File: config.mk
export PLATFORM = sky130hd
export DESIGN_NAME = cal_fastlock_seq
export DESIGN_NICKNAME = d
export VERILOG_FILES = /design/src/rtl/cal_fastlock_seq.sv
export SDC_FILE = /design/constraint.sdc
export NUM_CORES = 1
export LEC_CHECK = 0
export ABC_AREA = 0
export BUFFER_PORTS_ARGS = -buffer_cell sky130_fd_sc_hd__buf_2
export CORE_UTILIZATION = 48
export CTS_BUF_LIST = sky130_fd_sc_hd__clkbuf_4 sky130_fd_sc_hd__clkbuf_8 sky130_fd_sc_hd__clkbuf_16
export CTS_CLUSTER_DIAMETER = 50
export CTS_CLUSTER_SIZE = 8
export DETAILED_ROUTE_END_ITERATION = 10
export PLACE_DENSITY = 0.67
export SYNTH_ARGS = -nofsm -noshare
export SYNTH_HDL_FRONTEND = slang
export SYNTH_SLANG_ARGS = --single-unit
File: constraint.sdc
create_clock -name clk -period 6.7 [get_ports clk]
set_clock_uncertainty 0.05 [all_clocks]
set_input_delay 0.335 -clock clk [delete_from_list [all_inputs] [get_ports clk]]
set_output_delay 0.335 -clock clk [all_outputs]
set_load 0.01 [all_outputs]
File: src/rtl/cal_fastlock_seq.sv
module cal_fastlock_seq #(
  parameter int CNT_W      = 15,
  parameter int CODE_W     = 3,
  parameter int SEL_W      = 4,
  parameter int CAL_MIN    = 1,
  parameter int CAL_MAX    = 11,
  parameter int CAL_BASE   = 6,
  parameter int CAL_SH     = 3,
  parameter int CAL_TAIL   = 3,
  parameter int FL_BASE    = 511,
  parameter int FL_STEP_SH = 9
) (
  input  logic              clk,
  input  logic              rst_n,
  input  logic              tick,
  input  logic              freq_wr,
  input  logic              pwr_en,
  input  logic [1:0]        lo_mode,
  input  logic [SEL_W-1:0]  cal_sel,
  input  logic              fl_en,
  input  logic [SEL_W-1:0]  fl_sel,
  input  logic [CODE_W-1:0] cp_norm,
  input  logic [CODE_W-1:0] cp_fast,
  input  logic              pump_hiz_req,
  output logic [CODE_W-1:0] cp_code,
  output logic              pump_hiz,
  output logic              tune_ref,
  output logic              cal_busy,
  output logic              ld_clr,
  output logic              cfg_err
);
  localparam logic [1:0] EXT_LO = 2'd3;

  typedef enum logic [1:0] {PH_NORM, PH_CAL, PH_FAST} phase_t;

  phase_t            ph;
  logic [CNT_W-1:0]  cnt;
  logic              fl_en_q;
  logic [SEL_W-1:0]  fl_sel_q;
  logic              accept, sel_ok, last;
  logic [CNT_W-1:0]  cal_len, fl_len;

  assign accept  = freq_wr & pwr_en & (lo_mode != EXT_LO);
  assign sel_ok  = (int'(cal_sel) >= CAL_MIN) && (int'(cal_sel) <= CAL_MAX);
  assign cal_len = CNT_W'(((CAL_BASE + (1 << cal_sel)) << CAL_SH) + CAL_TAIL);
  assign fl_len  = CNT_W'(FL_BASE + (int'(fl_sel_q) << FL_STEP_SH));
  assign last    = (cnt == '0);

  always_ff @(posedge clk or negedge rst_n) begin
    if (!rst_n) begin
      ph       <= PH_NORM;
      cnt      <= '0;
      fl_en_q  <= 1'b0;
      fl_sel_q <= '0;
      cfg_err  <= 1'b0;
      ld_clr   <= 1'b0;
    end else begin
      ld_clr <= 1'b0;
      if (accept) begin
        if (sel_ok) begin
          ph       <= PH_CAL;
          cnt      <= cal_len - CNT_W'(1);
          fl_en_q  <= fl_en;
          fl_sel_q <= fl_sel;
          cfg_err  <= 1'b0;
          ld_clr   <= 1'b1;
        end else begin
          ph      <= PH_NORM;
          cnt     <= '0;
          cfg_err <= 1'b1;
        end
      end else if (tick && ph != PH_NORM) begin
        if (!last) begin
          cnt <= cnt - CNT_W'(1);
        end else if (ph == PH_CAL && fl_en_q) begin
          ph  <= PH_FAST;
          cnt <= fl_len - CNT_W'(1);
        end else begin
          ph <= PH_NORM;
        end
      end
    end
  end

  assign cal_busy = (ph == PH_CAL);
  assign tune_ref = cal_busy;
  assign pump_hiz = cal_busy | pump_hiz_req;
  assign cp_code  = (ph == PH_FAST) ? cp_fast : cp_norm;
endmodule

; ---- After elaboration in Yosys (flattened, before gate mapping)
; Index checks and enable logic that the tools add are counted.
[totals]
regBits = 24
input_bits = 23
out_inout_bits = 8
wordCells = 46
[op_classes]
addsub = 6
magnitude_cmp = 2
n_eq_ne = 4
n_shift = 1
muxes = 14
n_bitwise = 3
reduce_logical = 10
[ops]
columns = operator, n
row1 = two-way mux 15 bit, 5
row2 = "subtractor 15 x 1 -> 15 bit, second input constant", 2
row3 = "adder 15 x 3 -> 15 bit, second input constant", 1
row4 = zero test 15 bit, 1
row5 = "subtractor 14 x 1 -> 15 bit, second input constant", 1
row6 = "adder 9 x 13 -> 14 bit, first input constant", 1
row7 = "adder 4 x 12 -> 12 bit, first input constant", 1
row8 = "<< shifter 1 x 4 -> 12 bit, first input constant", 1
row9 = two-way mux 2 bit, 4
row10 = AND reduction 2 bit, 3
row11 = nonzero test 2 bit, 3
row12 = "greater-or-equal comparator 4 x 1 -> 1 bit, second input constant", 1
row13 = "<= comparator 4 bit, second input constant", 1
row14 = two-way mux 1 bit, 4
row15 = logical AND 1 bit, 3
row16 = two-way mux 3 bit, 1
row17 = "!= test 3 x 2 -> 1 bit, second input constant", 1
row18 = bitwise AND 1 bit, 2
row19 = "== test 2 x 1 -> 1 bit, second input constant", 1
row20 = "== test 2 bit, second input constant", 1
row21 = "!= test 2 bit, second input constant", 1
row22 = OR 1 bit, 1

; ---- Logic depth before layout (Yosys ltp)
; Gate-level depths: netlist of run 1.
[logic_depth]
depth_word = 6
depth_mapped = 8
ltp_nobuf = 7

; ---- Worst setup path before layout of run 1
; No wires, ideal clock.
[synth_timing]
kind = flip-flop to flip-flop
start = register cnt[7]
end = register cnt[13]
setup_time_ps = 121
arrival_time_ps = 1946
required_time_ps = 6529
path_slack_ps = 4583
stages_incl_launch_ff = 7
n_path_buf = 1
period_less_slack_ps = 2117
cell_sequence = dfrtp_1 -> or4_4 -> or2_0 -> buf_2 -> o21ai_0 -> o31ai_1 -> a22o_1
[synth_between]
elab_chain_len = 4
elab_cells_between_ends = 7
cone_classes = add/sub (1) / eq/ne (1) / mux (3) / reduce/logical (2)
[synth_lines]
columns = item, line_no
row1 = "start, declared", 37  ; logic [CNT_W-1:0] cnt;
row2 = "start signal, assigned", 62  ; cnt <= cal_len - CNT_W'(1);
row3 = "start signal, assigned", 74  ; cnt <= cnt - CNT_W'(1);
row4 = "start signal, assigned", 77  ; cnt <= fl_len - CNT_W'(1);
row5 = subtractor 15 x 1 -> 15 bit or zero test 15 bit (tied branches), "74, 47"
row6 = two-way mux 15 bit, 73  ; if (!last) begin
row7 = two-way mux 15 bit, 72  ; end else if (tick && ph != PH_NORM) begin
row8 = two-way mux 15 bit, 59  ; if (accept) begin
; Parallel ways exist; a longest one is shown, timed or not. The select of a mux whose other input is x is not followed.
; A chain may end at the register's enable or synchronous reset.

; ---- Worst setup path in the final report of run 1
[layout_timing]
start = register cnt[0]
end = register cnt[9]
; Same word-level chain as after synthesis.

==> flow_metrics.tcl, run 1 <==
set metrics [dict create \
    postCtsSetupBuffers 0 \
    vias 1531 \
    layout.cells.most_common "buf_2" \
    p_clk_share_pct 20.9 \
    num_rows 20 \
    synth_area_mm2 0.00157 \
    core_area_mm2 0.00308 \
    p_switching_uw 205 \
    cts_buffers 3 \
    async_flop_share_pct 100 \
    synth_top_cell_by_area "dfrtp_1" \
    hpwl_um 2960 \
    drt-initial-drc-count 95 \
    grt_pass1_wl_um 6560 \
    swShare_pct 38.5 \
    mostFrequentLayoutCells "30 x buf_2, 24 x dfrtp_1, 15 x nor2_1, 15 x nand2_1, 12 x nor3_1" \
    finalSetupViolCount 0 \
    status "finished clean" \
    drc 0 \
    wl_um 3910 \
    io_buffers 30 \
    die_w_um 59.2 \
    clk_pin_slew_ns 0.14 \
    die_area_mm2 0.00351 \
    cp_max_fo 12 \
    clk_latency_ns 0.34 \
    h-tree-depth 1 \
    grt.total_usage_pct 25.0 \
    syn_area_per_cell_um2 8.55 \
    die_h_um 59.2 \
    power_density_mw_per_mm2 295 \
    yosysUniqueCellTypes 45 \
    crit_required_ns 6.89 \
    synth.top_cell.area_share_pct 38.2 \
    total_power_uw 531 \
    cts_tree "done" \
    first_pass_iters 4 \
    ios 31 \
    vias_per_cell 6.03 \
    max-cap-violations 0 \
    r2r_cells 7 \
    min_path_type "input pin to flip-flop" \
    cts-resized-gates 0 \
    place_area_mm2 0.00174 \
    start_util_pct 51.1 \
    holdBufCountCts 1 \
    yosysWarnings 0 \
    p_int_uw 326 \
    slew_viol_final 0 \
    wl_per_cell_um 15.4 \
    ys_ff_latch 24 \
    max_slew.worst_pin.slew_ns 0.879 \
    grt_max_degree 25 \
    ir_worst_vdd_mv 0.150 \
    setup-tns-final_ns 0 \
    place_inst 249 \
    syn_nets 209 \
    area_growth_pct 14.5 \
    gp_congestion 0.939 \
    startpoint_type "flip-flop" \
    finalHoldViolations 0 \
    rsz0062_at_grt "false" \
    cp.arrival_ns 2.70 \
    synth.area.top_cells "dfrtp_1 38%, mux2_2 5.7%, nor3_1 3.8%" \
    relSlewSlack_pct 41.4 \
    cts-root-buf "clkbuf_4" \
    path_class "flip-flop to flip-flop" \
    syn_inst 184 \
    fin_crit_sh_pct 37.4 \
    yosysSeqAreaShare_pct 38.2 \
    synth-edff-count 0 \
    fmax_mhz 399 \
    drive_gt1_share_pct 21.9 \
    final_cells 254 \
    finalNetCount 236 \
    num_antenna_cells 0 \
    clk_path_buf_depth 2 \
    hold_depth 2 \
    crit_path_end_kind "flip-flop" \
    pwr-share-seq_pct 43.2 \
    fin_area_mm2 0.00180 \
    p_leak_nw 0.769 \
    first_global_vias 1362 \
    cts_sinks 24 \
    overflow 0 \
    period_needed_ns 2.50 \
    ant_nets 0 \
    synth_ff_type "dfrtp_1" \
    antenna_found_initial 0 \
    combPwrFrac_pct 35.9 \
]
-- routing by layer --
metal | vias up | GRT usage [%] | part of all wire, %
li1 | 738 | - | -
met1 | 729 | 36.7 | 44
met2 | 58 | 38.2 | 47
met3 | 6 | 3.49 | 7.1
met4 | 0 | 7.14 | 1.6
met5 | - | 0 | 0
-- critical path: stages, from the launching register on --
cell and delay (ns):
dfrtp_1 0.44, inv_1 0.07, ha_1 0.18, nor3b_1 0.36, and4_1 0.51, a21o_1 0.34, nand2_1 0.17, a32o_1 0.28
-- state kept, by name, summed over array words and instances (netlist names) --
signal    cells
cnt          15
cfg_err       1
fl_en_q       1
ph            2
fl_sel_q      4
ld_clr        1
-- synth_stat cells (2+ instances only) --
cell,instances
o21ai_1,2
a211oi_1,4
a21oi_1,11
xnor2_1,3
nor4_1,6
nor2_1,15
or2_2,2
nand3_1,7
o31ai_1,2
and3_1,4
mux2_2,8
o311ai_0,2
nor3_1,12
dfrtp_1,24
a32o_1,2
buf_2,2
ha_1,2
mux2i_1,2
o22ai_1,5
nand2_1,15
o21ai_0,10
inv_1,5
nor2b_1,6
a21o_1,2
clkbuf_1,6
nor3b_1,4
or4_1,2
or3_1,2
-- final cells by class --
| cell class | instances | area [µm²] |
|---|---|---|
| multi-input combinational | 146 | 913 |
| tap | 44 | 55.1 |
| clock buffer | 3 | 22.5 |
| clock inverter | 1 | 30.0 |
| timing repair buffer | 31 | 160 |
| fill | 278 | 1280 |
| sequential | 24 | 601 |
| inverter | 5 | 18.8 |
-- cell families after synthesis --
logic type                 count (synthesis)  synth area share (%)
AOI/OAI and AO/OA                         48                  19.9
xor gates and xnor gates                   3                  1.67
adders and majority gates                  2                  1.59
buffers and inverters                     14                  3.74
DFF                                       24                  38.2
muxes                                     10                  7.00
and+or+nand+nor                           83                  27.9
-- power by group through the flow --
stage / Clock (mW) / Combinational (mW) / Sequential (mW)
3_5_place_dp: 0 / 0.188 / 0.232
2_1_floorplan: 0 / 0.146 / 0.219
3_3_place_gp: 0 / 0.186 / 0.230
6_report: 0.111 / 0.191 / 0.230
4_1_cts: 0.111 / 0.189 / 0.228
5_1_grt: 0.116 / 0.215 / 0.237
-- path summary, 6_finish.rpt --
path / startpoint / endpoint / slack [ns]
worst max-delay path: cnt[0]$_DFFE_PN0P_ / cnt[9]$_DFFE_PN0P_ / 4.20
worst min-delay path: fl_sel[3] / fl_sel_q[3]$_DFFE_PN0P_ / 0.16
worst max register to register: cnt[0]$_DFFE_PN0P_ / cnt[9]$_DFFE_PN0P_ / 4.20
worst min register to register: cfg_err$_DFFE_PN0P_ / cfg_err$_DFFE_PN0P_ / 0.47
max in group asynchronous: rst_n / fl_sel_q[2]$_DFFE_PN0P_ / 5.82
min in group asynchronous: rst_n / cnt[9]$_DFFE_PN0P_ / 0.43
-- stage by stage --
stage / utilization, % / hold slack [ns] / setup WS (ns)
after global placement: 56.5 / 0.290 / 4.36
after global routing: 58.5 / 0.164 / 4.02
after CTS: 58.5 / 0.160 / 4.22
final: 58.5 / 0.164 / 4.20
after detailed placement: 56.5 / 0.299 / 4.24
after floorplan: - / -0.0106 / 4.58
Power figures use the tool's default switching activity.
==> run 2: changes to the inputs <==
- clock period: 6.7 -> 2.4 ns (I/O delays scaled with it)
==> run 2 against run 1 <==
Sequential power grew to 2.8 times the previous value. Cell count grew 5.5%. Worst hold slack lost 0.11 ns. Maximum frequency grew 11%.
==> flow_metrics.tcl, run 2 (same netlist as run 1, synthesis figures left out) <==
set metrics [dict create \
    h-tree-depth 1 \
    p_int_uw 949 \
    wl_per_cell_um 15.7 \
    setup.worst_path.start "cnt[7]$_DFFE_PN0P_" \
    num_rows 20 \
    p_switching_uw 581 \
    period_needed_ns 2.26 \
    fmax_mhz 443 \
    first_pass_iters 5 \
    finalSetupViolCount 0 \
    start_util_pct 51.1 \
    drive_gt1_share_pct 25.0 \
    num_antenna_cells 0 \
    ios 31 \
    total_power_mw 1.53 \
    power_density_mw_per_mm2 796 \
    p_leak_nw 0.837 \
    clk_pin_slew_ns 0.14 \
    grt.total_usage_pct 26.4 \
    rrSetupSlack_ns 0.14 \
    status "finished clean" \
    vias 1605 \
    place_inst 258 \
    place_area_mm2 0.00181 \
    die_h_um 59.2 \
    p_clk_share_pct 19.3 \
    finalHoldViolations 0 \
    min_path_type "input pin to flip-flop" \
    startpoint_type "flip-flop" \
    die_area_mm2 0.00351 \
    crit_chain "or4_4 -> or2_0 -> or4_1 -> and3_1 -> o21ai_1" \
    top_register "cnt" \
    rr_endpoint "cnt[12]$_DFFE_PN0P_" \
    fin_area_mm2 0.00192 \
    swShare_pct 38.0 \
    crit_path_end_kind "flip-flop" \
    area_growth_pct 22.3 \
    grt_max_degree 25 \
    ant_nets 0 \
    cts_tree "done" \
    drc 0 \
    layout.cells.most_common "buf_2" \
    antenna_found_initial 0 \
    max-cap-violations 0 \
    cts-root-buf "clkbuf_4" \
    die_w_um 59.2 \
    cts_buffers 3 \
    crit_path_max_incr_delay_ns 0.55 \
    io_buffers 30 \
    max_slew.worst_pin.slew_ns 0.578 \
    rsz0062_at_grt "false" \
    fin_crit_sh_pct 94.1 \
    first_global_vias 1454 \
    crit_slowest_cell "or4_4" \
    largest_reg_flops 15 \
    cts_sinks 24 \
    top_regs "cnt: 15 flops, fl_sel_q: 4 flops, ph: 2 flops" \
    overflow 0 \
    setup-tns-final_ns 0 \
    cp.arrival_ns 2.47 \
    finalNetCount 250 \
    crit_required_ns 2.61 \
    critPathCapture "cnt[12]$_DFFE_PN0P_" \
    whs_ns 0.0517 \
    grt_pass1_wl_um 6910 \
    final_cells 268 \
    fillers 277 \
    combPwrFrac_pct 38.8 \
    rr_startpoint "cnt[7]$_DFFE_PN0P_" \
    ir_worst_vdd_mv 0.401 \
    r2r_cells 5 \
    hpwl_um 3200 \
    mostFrequentLayoutCells "30 x buf_2, 24 x dfrtp_1, 15 x nor2_1, 15 x nand2_1, 12 x nor3_1" \
    slew_viol_final 0 \
    gp_congestion 0.970 \
    pwr-share-seq_pct 42.0 \
    core_area_mm2 0.00308 \
    relSlewSlack_pct 61.5 \
    clk_latency_ns 0.32 \
    wl_um 4220 \
    cp_max_fo 6 \
    vias_per_cell 5.99 \
    path_class "flip-flop to flip-flop" \
    clk_path_buf_depth 2 \
    drt-initial-drc-count 101 \
]
==> run 2: cell count changes in the layout (fill, tap and decap cells not counted), sizes merged <==
cell         delta
buf             +9
dlygate4sd3     +5
==> run 2: final cells by class <==
type                       instances  area [µm²]  share of cell area [%]
inverter                           5        18.8                   0.976
multi-input combinational        146         918                    47.8
sequential                        24         601                    31.2
clock buffer                       3        22.5                    1.17
timing repair buffer              45         278                    14.4
tap                               44        55.1                    2.86
clock inverter                     1        30.0                    1.56
==> run 2: worst min path at each step <==
| stage | from | to | slack (ns) | depth (start not counted) |
|---|---|---|---|---|
| 2_1_floorplan | rst_n | cfg_err$_DFFE_PN0P_ | -0.23 | 0 |
| 3_3_place_gp | rst_n | cnt[11]$_DFFE_PN0P_ | 0.08 | 1 |
| 3_5_place_dp | rst_n | cnt[13]$_DFFE_PN0P_ | 0.09 | 1 |
| 4_1_cts | pwr_en | cnt[14]$_DFFE_PN0P_ | 0.04 | 3 |
| 5_1_grt | pwr_en | cnt[14]$_DFFE_PN0P_ | 0.05 | 3 |
| 6_report | pwr_en | cnt[14]$_DFFE_PN0P_ | 0.05 | 3 |
==> run 2: through the flow <==
| stage | util, % | setup slack, ns |
|---|---|---|
| 2_1_floorplan | - | 0.283 |
| 3_3_place_gp | 58.7 | 0.231 |
| 3_5_place_dp | 58.7 | 0.183 |
| 4_1_cts | 62.3 | 0.127 |
| 5_1_grt | 62.5 | 0.0402 |
| 6_report | 62.5 | 0.142 |
==> run 2: timing repair <==
| action | in CTS | in global routing |
|---|---|---|
| hold endpoints to repair | 29 | 0 |
| endpoints found under the setup margin | 0 | 3 |
| buffers inserted | 0 | 0 |
| hold buffers | 6 | 0 |
| resized for setup | 0 | 1 |
==> run 2: routing by layer <==
| metal | GRT usage, % | wire (µm) | part of all wire (%) | up-vias |
|---|---|---|---|---|
| met3 | 4.15 | 250 | 5.9 | 11 |
| met2 | 40.9 | 2000 | 47 | 70 |
| met5 | 0 | 0 | 0 | - |
| li1 | - | - | - | 764 |
| met1 | 37.5 | 1900 | 45 | 760 |
| met4 | 8.84 | 73 | 1.7 | 0 |
==> run 2: worst max-delay path, delay by kind of cell (launching register included) <==
kind             cells  cell delay, ns
AO/OA/AOI/OAI        1            0.12
flip-flops           1            0.45
AND/OR/NAND/NOR      4            1.57
==> run 2: power by group through the flow <==
stage          combinational, mW  sequential [mW]  clock (mW)
2_1_floorplan              0.408            0.611           0
3_3_place_gp               0.565            0.634           0
3_5_place_dp               0.568            0.643           0
4_1_cts                    0.581            0.634       0.304
5_1_grt                    0.661            0.659       0.323
6_report                   0.593            0.642       0.295
